$ cat src/rtl/wlk_pkg.sv
`timescale 1ns/1ps
package wlk_pkg;

  localparam int NCACHE   = 3;
  localparam int LOCKABLE = 2;

  localparam int CFG_EN_INSN_BIT = 27;
  localparam int CFG_EN_DATA_BIT = 26;
  localparam int CFG_EN_L2_BIT   = 25;
  localparam int CFG_SEL_BIT     = 28;

  typedef enum logic [1:0] {
    CID_INSN = 2'd0,
    CID_DATA = 2'd1,
    CID_L2   = 2'd2,
    CID_NONE = 2'd3
  } cache_id_e;

  typedef enum logic [1:0] {
    FK_FETCH   = 2'd0,
    FK_CACHEOP = 2'd1,
    FK_LOAD    = 2'd2,
    FK_STORE   = 2'd3
  } fill_kind_e;

  typedef struct packed {
    logic              sel;
    logic [NCACHE-1:0] en;   // [0] insn, [1] data, [2] secondary
  } lock_cfg_t;

  function automatic lock_cfg_t decode_cfg(input logic [31:0] w);
    lock_cfg_t r;
    r.sel            = w[CFG_SEL_BIT];
    r.en[CID_INSN]   = w[CFG_EN_INSN_BIT];
    r.en[CID_DATA]   = w[CFG_EN_DATA_BIT];
    r.en[CID_L2]     = w[CFG_EN_L2_BIT];
    return r;
  endfunction

  // Which fill kinds pin a line in a given cache while its enable is set
  function automatic logic kind_arms_lock(input cache_id_e c, input fill_kind_e k);
    case (c)
      CID_INSN: return k == FK_CACHEOP;
      CID_DATA: return (k == FK_LOAD) || (k == FK_STORE);
      CID_L2:   return k != FK_FETCH;
      default:  return 1'b0;
    endcase
  endfunction

endpackage

$ cat src/rtl/wlk_cfg_reg.sv
`timescale 1ns/1ps
module wlk_cfg_reg
  import wlk_pkg::*;
(
  input  logic        clk,
  input  logic        rst_n,
  input  logic        we,
  input  logic [31:0] wdata,
  output lock_cfg_t   cfg
);

  always_ff @(posedge clk) begin
    if (!rst_n)   cfg <= '0;
    else if (we)  cfg <= decode_cfg(wdata);
  end

  AST_CFG_HOLD: assert property (@(posedge clk) disable iff (!rst_n)
    !we |=> $stable(cfg));

endmodule

$ cat src/rtl/wlk_lock_array.sv
`timescale 1ns/1ps
module wlk_lock_array
  import wlk_pkg::*;
#(
  parameter int NUM_SETS = 64,
  localparam int IDX_W   = $clog2(NUM_SETS)
) (
  input  logic                clk,
  input  logic                rst_n,
  input  logic                set_en,
  input  logic [IDX_W-1:0]    set_idx,
  input  logic                set_way,
  input  logic                clr_en,
  input  logic [IDX_W-1:0]    clr_idx,
  input  logic                clr_way,
  input  logic [IDX_W-1:0]    rd_a_idx,
  output logic [LOCKABLE-1:0] rd_a,
  input  logic [IDX_W-1:0]    rd_b_idx,
  output logic [LOCKABLE-1:0] rd_b
);

  logic [LOCKABLE-1:0] bits_q [NUM_SETS];

  function automatic logic in_range(input logic [IDX_W-1:0] i);
    return int'(i) < NUM_SETS;
  endfunction

  // Clear is applied first so that a same-line set wins
  always_ff @(posedge clk) begin
    if (!rst_n) begin
      for (int s = 0; s < NUM_SETS; s++) bits_q[s] <= '0;
    end else begin
      if (clr_en && in_range(clr_idx)) bits_q[clr_idx][clr_way] <= 1'b0;
      if (set_en && in_range(set_idx)) bits_q[set_idx][set_way] <= 1'b1;
    end
  end

  always_comb begin
    rd_a = in_range(rd_a_idx) ? bits_q[rd_a_idx] : '0;
    rd_b = in_range(rd_b_idx) ? bits_q[rd_b_idx] : '0;
  end

  logic same_line;
  assign same_line = set_en && clr_en && (set_idx == clr_idx) && (set_way == clr_way);

  AST_LOCK_SET: assert property (@(posedge clk) disable iff (!rst_n)
    set_en |=> bits_q[$past(set_idx)][$past(set_way)]);
  AST_UNLOCK_CLEARS: assert property (@(posedge clk) disable iff (!rst_n)
    (clr_en && !same_line) |=> !bits_q[$past(clr_idx)][$past(clr_way)]);

endmodule

$ cat src/rtl/wlk_victim_sel.sv
`timescale 1ns/1ps
module wlk_victim_sel #(
  parameter int NUM_WAYS = 4,
  localparam int WAY_W   = $clog2(NUM_WAYS)
) (
  input  logic                clk,
  input  logic                rst_n,
  input  logic [NUM_WAYS-1:0] locked,
  input  logic                alloc_en,
  output logic [WAY_W-1:0]    victim,
  output logic                all_locked
);

  logic [WAY_W-1:0] ptr_q;

  function automatic logic [WAY_W-1:0] wrap_add(input logic [WAY_W-1:0] p, input int k);
    return WAY_W'((int'(p) + k) % NUM_WAYS);
  endfunction

  always_comb begin
    logic found;
    logic [WAY_W-1:0] cand;
    found  = 1'b0;
    victim = ptr_q;
    for (int k = 0; k < NUM_WAYS; k++) begin
      cand = wrap_add(ptr_q, k);
      if (!found && !locked[cand]) begin
        victim = cand;
        found  = 1'b1;
      end
    end
    all_locked = !found;
  end

  logic adv_evt;
  assign adv_evt = alloc_en && !all_locked;

  always_ff @(posedge clk) begin
    if (!rst_n)        ptr_q <= '0;
    else if (adv_evt)  ptr_q <= wrap_add(victim, 1);
  end

  AST_VICTIM_FREE: assert property (@(posedge clk) disable iff (!rst_n)
    adv_evt |-> !locked[victim]);
  AST_PTR_HOLD: assert property (@(posedge clk) disable iff (!rst_n)
    !adv_evt |=> $stable(ptr_q));
  AST_FULL_MEANS_LOCKED: assert property (@(posedge clk) disable iff (!rst_n)
    all_locked |-> (&locked));

endmodule

$ cat src/rtl/way_lock_ctrl.sv
`timescale 1ns/1ps
module way_lock_ctrl
  import wlk_pkg::*;
#(
  parameter int NUM_SETS = 64,
  parameter int NUM_WAYS = 4,
  localparam int IDX_W   = $clog2(NUM_SETS),
  localparam int WAY_W   = $clog2(NUM_WAYS)
) (
  input  logic                clk,
  input  logic                rst_n,
  input  logic                cfg_we,
  input  logic [31:0]         cfg_wdata,
  input  logic                fill_valid,
  input  logic [1:0]          fill_cache,
  input  logic [IDX_W-1:0]    fill_index,
  input  logic [1:0]          fill_kind,
  input  logic                unlock_valid,
  input  logic [1:0]          unlock_cache,
  input  logic [IDX_W-1:0]    unlock_index,
  input  logic [WAY_W-1:0]    unlock_way,
  input  logic [1:0]          stat_cache,
  input  logic [IDX_W-1:0]    stat_index,
  output logic [WAY_W-1:0]    fill_way,
  output logic                fill_lock,
  output logic                fill_no_alloc,
  output logic [NUM_WAYS-1:0] stat_mask
);

  lock_cfg_t cfg;

  wlk_cfg_reg u_cfg (
    .clk   (clk),
    .rst_n (rst_n),
    .we    (cfg_we),
    .wdata (cfg_wdata),
    .cfg   (cfg)
  );

  logic [NCACHE-1:0]   lock_evt;
  logic [NCACHE-1:0]   full_v;
  logic [WAY_W-1:0]    vic     [NCACHE];
  logic [NUM_WAYS-1:0] stat_m  [NCACHE];

  logic unlock_ok;
  assign unlock_ok = unlock_valid && (int'(unlock_way) < LOCKABLE);

  for (genvar c = 0; c < NCACHE; c++) begin : g_cache
    localparam cache_id_e CID = cache_id_e'(c);

    logic                fill_hit;
    logic                alloc_en;
    logic                clr_en;
    logic [LOCKABLE-1:0] lk_fill;
    logic [LOCKABLE-1:0] lk_stat;
    logic [NUM_WAYS-1:0] mask_fill;

    assign fill_hit    = fill_valid && (fill_cache == CID);
    assign lock_evt[c] = fill_hit && cfg.en[c] && kind_arms_lock(CID, fill_kind_e'(fill_kind));
    assign alloc_en    = fill_hit && !lock_evt[c];
    assign clr_en      = unlock_ok && (unlock_cache == CID);

    wlk_lock_array #(.NUM_SETS(NUM_SETS)) u_lk (
      .clk      (clk),
      .rst_n    (rst_n),
      .set_en   (lock_evt[c]),
      .set_idx  (fill_index),
      .set_way  (cfg.sel),
      .clr_en   (clr_en),
      .clr_idx  (unlock_index),
      .clr_way  (unlock_way[0]),
      .rd_a_idx (fill_index),
      .rd_a     (lk_fill),
      .rd_b_idx (stat_index),
      .rd_b     (lk_stat)
    );

    always_comb begin
      mask_fill = '0;
      mask_fill[LOCKABLE-1:0] = lk_fill;
      stat_m[c] = '0;
      stat_m[c][LOCKABLE-1:0] = lk_stat;
    end

    wlk_victim_sel #(.NUM_WAYS(NUM_WAYS)) u_vs (
      .clk        (clk),
      .rst_n      (rst_n),
      .locked     (mask_fill),
      .alloc_en   (alloc_en),
      .victim     (vic[c]),
      .all_locked (full_v[c])
    );
  end

  // Named events for the checks below
  logic evt_lock_fill;
  logic evt_bypass;
  assign evt_lock_fill = |lock_evt;

  always_comb begin
    fill_way      = '0;
    fill_lock     = 1'b0;
    fill_no_alloc = 1'b0;
    stat_mask     = '0;
    for (int c = 0; c < NCACHE; c++) begin
      if (fill_valid && fill_cache == 2'(c)) begin
        if (lock_evt[c]) begin
          fill_way  = WAY_W'(cfg.sel);
          fill_lock = 1'b1;
        end else begin
          fill_way      = vic[c];
          fill_no_alloc = full_v[c];
        end
      end
      if (stat_cache == 2'(c)) stat_mask = stat_m[c];
    end
  end

  assign evt_bypass = fill_no_alloc;

  AST_LOCK_TARGET_AB: assert property (@(posedge clk) disable iff (!rst_n)
    fill_lock |-> (int'(fill_way) < LOCKABLE));
  AST_LOCK_ALLOCATES: assert property (@(posedge clk) disable iff (!rst_n)
    evt_lock_fill |-> !evt_bypass);
  AST_IDLE_QUIET: assert property (@(posedge clk) disable iff (!rst_n)
    !fill_valid |-> (!fill_lock && !fill_no_alloc));
  AST_ONE_LOCKER: assert property (@(posedge clk) disable iff (!rst_n)
    $onehot0(lock_evt));
  AST_HIGH_WAYS_FREE: assert property (@(posedge clk) disable iff (!rst_n)
    (stat_mask >> LOCKABLE) == '0);

endmodule

$ cat config.mk
export PLATFORM = sky130hd
export DESIGN_NAME = way_lock_ctrl
export DESIGN_NICKNAME = d
export VERILOG_FILES = /design/src/rtl/wlk_pkg.sv /design/src/rtl/wlk_cfg_reg.sv /design/src/rtl/wlk_lock_array.sv /design/src/rtl/wlk_victim_sel.sv /design/src/rtl/way_lock_ctrl.sv
export SDC_FILE = /design/constraint.sdc
export NUM_CORES = 1
export LEC_CHECK = 0
export BUFFER_PORTS_ARGS = -buffer_cell sky130_fd_sc_hd__buf_2
export CORE_MARGIN = 8
export CORE_UTILIZATION = 40
export CTS_CLUSTER_DIAMETER = 80
export DETAILED_ROUTE_END_ITERATION = 10
export PLACE_DENSITY = 0.61
export SLEW_MARGIN = 20
export SYNTH_ARGS = -nofsm -noshare
export SYNTH_HDL_FRONTEND = slang
export SYNTH_SLANG_ARGS = --single-unit
$ cat constraint.sdc
create_clock -name clk -period 6.35 [get_ports clk]
set_input_delay 0.9525 -clock clk [delete_from_list [all_inputs] [get_ports clk]]
set_output_delay 0.9525 -clock clk [all_outputs]
set_load 0.1 [all_outputs]
==> reports/qor.yml, run 1 <==
crit_family: "buffers and inverters"
cts_resized: 0
grt_pass1_wl_um: 125100
io_pins: 73
core_area_sq_um: 51300
firstDrtPassIters: 8
start_util: 0.4039
cts_tree: "yes"
cts_root_buffer: "clkbuf_16"
cts_made_buffers: 45
worstMarginPinSlew_ps: 1122
hold_depth: 2
hpwl_um: 54860
portBuffers: 41
nNetsFinal: 2100
syn_inst: 2094
vias: 19650
grt_use_total: 0.2725
rows: 83
drt_iter0_markers: 2683
final_layout_size_suffix_gt1_frac: 0.1868
async_reset_ff_frac: 0
drv_slew: 0
setup_viol: 0
area_growth_pct: 11.21
dieArea_sq_um: 59340
fmax_ghz: 0.1852
final_cell_mix: "o21ai_0 (394), dfxtp_1 (394), o211ai_1 (392), nand2_1 (169), mux4_2 (146)"
synth_top_cell_area_share: 0.3807
clk_latency_ps: 590
die_y_um: 243.6
ys_seq_area_frac: 0.3807
rsz0062_at_grt: "false"
fin_skew_ps: 24.76
finalHoldViolations: 0
syn_area_per_cell_sq_um: 9.895
cts_hold_buffers: 0
ys_ff_latch: 394
hold_slack_ps: 523.9
worstPathCellList: "buf_4 -> buf_4 -> nor2b_1 -> buf_4 -> a221oi_1 -> o21ai_0 -> o2bb2ai_1 -> nor4_2 -> o2111ai_1 -> nand4_1 -> buf_2"
synth_area_leaders: "dfxtp_1 (38%), mux4_2 (16%), o211ai_1 (14%)"
worstSetupPathType: "primary input to output pin"
hold_class: "flip-flop to flip-flop"
fillers: 4891
syn_area_sq_um: 20720
timing.final.crit_share: 0.8503
grt_overflow: 0
synth_edf_count: 0
r2r_slack_ps: 3840
synth-main-ff-cell: "dfxtp_1"
htreeDepth: 2
wl_per_cell_um: 30.70
path_buf_inv: 4
relSlewSlack: 0.2492
clock-sinks: 394
cts_buffer_depth: 3
reg2reg_from: "g_cache[1].u_lk.bits_q[42][0]"
multi_input_area_sq_um: 11890
antenna_found_initial: 2
cap_viol_max_count: 0
swShare: 0.2464
wirelength_um: 84330
worstPathRequired_ps: 5400
cp_max_fo: 25
vias_per_cell: 7.154
startpoint_type: "primary input"
min_to: "g_cache[1].u_vs.ptr_q[1]"
place.gp.congestion: 0.9804
power_mw: 5.697
critPathMostFrequentCell: "buf_4"
power_frac_clock: 0.493
power_frac_comb: 0.072
synth.distinct_cells: 73
die_x_um: 243.6
drc: 0
reg2reg_depth: 7
r2r_end: "g_cache[1].u_vs.ptr_q[0]"
ys_warn_count: 0
power.switching_mw: 1.404
yosysTopAreaCell: "dfxtp_1"
ff_latch_area_sq_um: 7888
p_leak_nw: 7.267
hp-start: "g_cache[1].u_vs.ptr_q[1]"
critical_path_arrival_ps: 4450
p_seq_frac: 0.435
power.internal_mw: 4.293
tns_ps: 0
post_cts_buffers: 0
fin_crit_ps: 5400
cp-end-kind: "output pin"
clk_pin_slew_ps: 60
cp_slowest_cell: "nor2b_1"
grt_start_max_net_pins: 201
power_density_nw_per_um2: 247.2
ir_drop_mv: 0.2047
status: "finished, final reports clean"
ant_nets: 0
cpPeakStageDelay_ps: 600
grt_pass1_vias: 18630
worst max-delay path by stage:
stage,from,endpoint,slack [ps],depth (start not counted)
after floorplan,stat_index[1],stat_mask[0],1480,9
after global placement,fill_index[1],fill_way[0],1020,11
after detailed placement,fill_index[1],fill_way[0],1000,11
after CTS,fill_index[1],fill_way[0],1000,11
after global routing,fill_index[1],fill_way[0],850,10
final,fill_index[2],fill_way[0],950,11
cells by family (layout without fill, tap and decap cells):
group | Yosys count | after routing | synth area share
muxes | 215 | 215 | 0.1981
and+or+nand+nor | 302 | 302 | 0.06999
buffers and inverters | 226 | 196 | 0.04909
DFF | 394 | 394 | 0.3807
other | 1 | 4 | 0.0001810
AOI/OAI and AO/OA | 956 | 956 | 0.3020
routing by layer:
| layer | share of wire | vias up | GRT usage |
|---|---|---|---|
| met4 | 0.048 | 2 | 0.1181 |
| met1 | 0.39 | 9795 | 0.3626 |
| met3 | 0.12 | 259 | 0.07276 |
| met5 | 0.00015 | - | 0 |
| met2 | 0.44 | 1387 | 0.4132 |
| li1 | - | 8209 | - |
through the flow:
stage | utilization | worst slack [ps] | instances | instance area [sq um]
after floorplan | - | 1480 | 2096 | 20730
after global placement | 0.4183 | 1020 | 2668 | 21460
after detailed placement | 0.4184 | 998.8 | 2668 | 21470
after CTS | 0.4489 | 1003 | 2746 | 23030
after global routing | 0.4492 | 850.7 | 2747 | 23040
final | 0.4492 | 950.4 | 2747 | 23040
Yosys cell counts (3+ instances only):
library cell,instances
nand4_1,4
a222oi_1,10
a31o_2,3
o21ai_1,4
o221ai_1,3
o211a_1,4
o32ai_1,3
nand2b_1,6
and2_1,7
buf_6,11
a211o_1,3
o211ai_1,392
o22a_1,3
buf_4,10
mux2_2,29
nand3_1,15
mux4_2,146
a211oi_1,5
nor3_1,6
dfxtp_1,394
o31ai_1,3
o21ai_0,394
and3_1,7
and3b_1,12
inv_1,5
a21oi_1,16
o22ai_1,5
a221oi_1,16
buf_1,6
mux4_1,5
buf_2,21
mux2i_1,32
nor3b_1,13
a22oi_1,45
clkbuf_1,169
nor2_1,20
a32oi_1,6
a31oi_1,10
a22o_1,10
nand3b_1,5
nor2b_1,16
o2bb2ai_1,5
nand2_1,176
worst register-to-register path, delay by kind of cell, from the launching register on:
family | cells | cell delay [ps]
and+or+nand+nor | 3 | 1000
AOI/OAI and AO/OA | 3 | 610
muxes | 1 | 510
DFF | 1 | 340
flip-flops by register name, summed over array words and instances, names as in the netlist:
| name | cells |
|---|---|
| u_cfg.cfg | 4 |
| g_cache.u_vs.ptr_q | 6 |
| g_cache.u_lk.bits_q | 384 |
power by group through the flow:
stage / Sequential [mW] / Clock (mW) / Combinational, mW
after floorplan: 2.53 / 0 / 0.249
after global placement: 2.53 / 0 / 0.393
after detailed placement: 2.53 / 0 / 0.395
after CTS: 2.48 / 2.82 / 0.396
after global routing: 2.48 / 2.92 / 0.419
final: 2.48 / 2.81 / 0.412
final cells by class:
cell class,count,share of cell area
well taps,680,0.03692
clock buffers,64,0.05674
diodes,1,0.0001086
flip-flops and latches,394,0.3423
multi-input cells,1476,0.5160
inverters,7,0.001140
clock inverters,14,0.01102
repair buffers,111,0.03573
No activity file was read; power rests on OpenSTA's default activity.
==> inputs of run 2 (changes only) <==
--- a/config.mk
+++ b/config.mk
@@ -6,11 +6,14 @@
 export NUM_CORES = 1
 export LEC_CHECK = 0
 export BUFFER_PORTS_ARGS = -buffer_cell sky130_fd_sc_hd__buf_2
-export CORE_MARGIN = 8
+export CELL_PAD_IN_SITES_DETAIL_PLACEMENT = 1
+export CELL_PAD_IN_SITES_GLOBAL_PLACEMENT = 1
+export CORE_MARGIN = 4
 export CORE_UTILIZATION = 40
 export CTS_CLUSTER_DIAMETER = 80
+export CTS_CLUSTER_SIZE = 40
 export DETAILED_ROUTE_END_ITERATION = 10
-export PLACE_DENSITY = 0.61
+export PLACE_DENSITY = 0.72
 export SLEW_MARGIN = 20
 export SYNTH_ARGS = -nofsm -noshare
 export SYNTH_HDL_FRONTEND = slang
==> run 2 against run 1 <==
Compared with the run above: register-to-register slack better by 20 ps; clock power is 23% lower; routed wire length is 6.7% higher; first-iteration DRC count is 1.3% higher; flip-flop and latch count stayed put; clock skew is 6.0 ps higher; worst setup slack worse by 180 ps; cell count is 0.91% lower; count of clock-buffer cells in the layout is 36 lower; maximum frequency is 3.1% lower; cell area is 1.8% lower.
==> reports/qor.yml, run 2 (synthesized netlist as in run 1, its figures left out) <==
status: "finished, final reports clean"
reg.largest.list: "g_cache.u_lk.bits_q x384, g_cache.u_vs.ptr_q x6, u_cfg.cfg x4"
nNetsFinal: 2084  # -0.76%
rsz0062_at_grt: "false"
ant_nets: 0  # unchanged
cts_tree: "yes"
worstMarginPinSlew_ps: 1206  # +83.90 ps
hpwl_um: 58870  # +7.3%
setup_viol: 0  # unchanged
cts_buffer_depth: 3  # unchanged
post_cts_buffers: 0  # unchanged
clock-sinks: 394  # unchanged
core_area_sq_um: 51300  # unchanged
antenna_found_initial: 4  # +2
fillers: 5695  # +16%
cp_max_fo: 40  # +60%
dieArea_sq_um: 55510  # -6.5%
regMostFlops: "g_cache.u_lk.bits_q"
clk_pin_slew_ps: 90  # +30 ps
worstPathRequired_ps: 5400  # about the same
finalHoldViolations: 0  # unchanged
clk_latency_ps: 610  # +20 ps
placed_cells: 2669  # +0.037%
cap_viol_max_count: 0  # unchanged
io_pins: 73  # unchanged
fin_crit_ps: 5575  # +175.6 ps
fin_area_sq_um: 22620  # -1.8%
vias_per_cell: 7.309  # +2.2%
largest_register_ffs: 384  # unchanged
startpoint_type: "primary input"
drv_slew: 0  # unchanged
dpl_cell_area_sq_um: 21470  # about the same
power_density_nw_per_um2: 223.6  # -9.6%
wirelength_um: 89940  # +6.7%
fmax_ghz: 0.1794  # -3.1%
rows: 83  # unchanged
wl_per_cell_um: 33.04  # +7.6%
tns_ps: 0  # unchanged
htreeDepth: 1  # -1
cts_resized: 0  # unchanged
firstDrtPassIters: 8  # unchanged
drt_iter0_markers: 2717  # +1.3%
area_growth_pct: 9.179
grt_pass1_vias: 19830  # +6.4%
grt_pass1_wl_um: 133000  # +6.3%
grt_overflow: 0  # unchanged
hold_class: "flip-flop to flip-flop"
final_cell_mix: "o21ai_0 (394), dfxtp_1 (394), o211ai_1 (392), nand2_1 (169), mux4_2 (146)"
die_y_um: 235.6  # -3.3%
relSlewSlack: 0.1944  # -0.05482
final_layout_size_suffix_gt1_frac: 0.1814  # -0.005462
drc: 0  # unchanged
vias: 19900  # +1.2%
cp-end-kind: "output pin"
place.gp.congestion: 0.9759  # -0.46%
cts_hold_buffers: 0  # unchanged
ir_drop_mv: 0.1782  # -13%
fin_skew_ps: 30.74  # +5.979 ps
critical_path_arrival_ps: 4620  # +170 ps
start_util: 0.4039  # unchanged
power_mw: 5.058  # -11%
cts_made_buffers: 27  # -40%
die_x_um: 235.6  # -3.3%
grt_use_total: 0.3090  # +0.03657
p_leak_nw: 7.037  # -3.2%
worstSetupPathType: "primary input to output pin"
portBuffers: 41  # unchanged
instances_no_fill: 2722  # -0.91%
grt_start_max_net_pins: 186  # -7.5%
timing.final.crit_share: 0.8780  # +0.02765
cts_root_buffer: "clkbuf_16"
-- run 2: per-stage QoR --
step / utilization / hold slack (ps) / setup WS (ps)
after detailed placement: 0.4186 / 490.0 / 884.3
after global placement: 0.4186 / 488.0 / 887.0
after global routing: 0.4409 / 533.3 / 810.2
after CTS: 0.4400 / 505.8 / 907.1
after floorplan: - / 459.9 / 1480
final: 0.4410 / 514.9 / 774.9
-- run 2: power breakdown --
part | internal, mW | switching [mW] | total, mW
clock | 0.979 | 1.18 | 2.16
combinational | 0.110 | 0.310 | 0.420
sequential | 2.47 | 0.00363 | 2.48
total | 3.56 | 1.50 | 5.06
-- run 2: cell type report --
class                      count  area, sq um  share of cell area
clock inverter                22        419.2             0.01853
tap                          680        850.8             0.03761
multi-input combinational   1476        11910              0.5265
inverter                       7        26.28            0.001162
sequential                   394         7888              0.3487
antenna                        2        5.005           0.0002212
clock buffer                  28        679.4             0.03003
timing repair buffer         113        842.1             0.03722
-- run 2: routing by layer --
layer | GRT usage | part of all wire | vias to the layer above | wire [um]
li1 | - | - | 8171 | -
met1 | 0.4078 | 0.38 | 10160 | 34590
met2 | 0.4830 | 0.45 | 1278 | 40060
met3 | 0.07404 | 0.11 | 283 | 10310
met4 | 0.1402 | 0.055 | 4 | 4947
met5 | 0 | 0.00030 | - | 27
-- run 2: critical path, stage by stage --
cell and delay (ps):
buf_4 490, nor3b_2 950, buf_4 320, a32oi_1 70, a41oi_1 440, o31ai_1 170, a31oi_1 200, a21bo_2 260
nand4_1 230, buf_2 500
-- run 2: final timing paths --
kind | from | to | slack (ps) | cells after the start
max | fill_index[2] | fill_way[0] | 770 | 10
min | g_cache[1].u_vs.ptr_q[1] | g_cache[1].u_vs.ptr_q[1] | 510 | 2
max reg2reg | g_cache[1].u_lk.bits_q[45][0] | g_cache[1].u_vs.ptr_q[0] | 3860 | 8
min reg2reg | g_cache[1].u_vs.ptr_q[1] | g_cache[1].u_vs.ptr_q[1] | 510 | 2
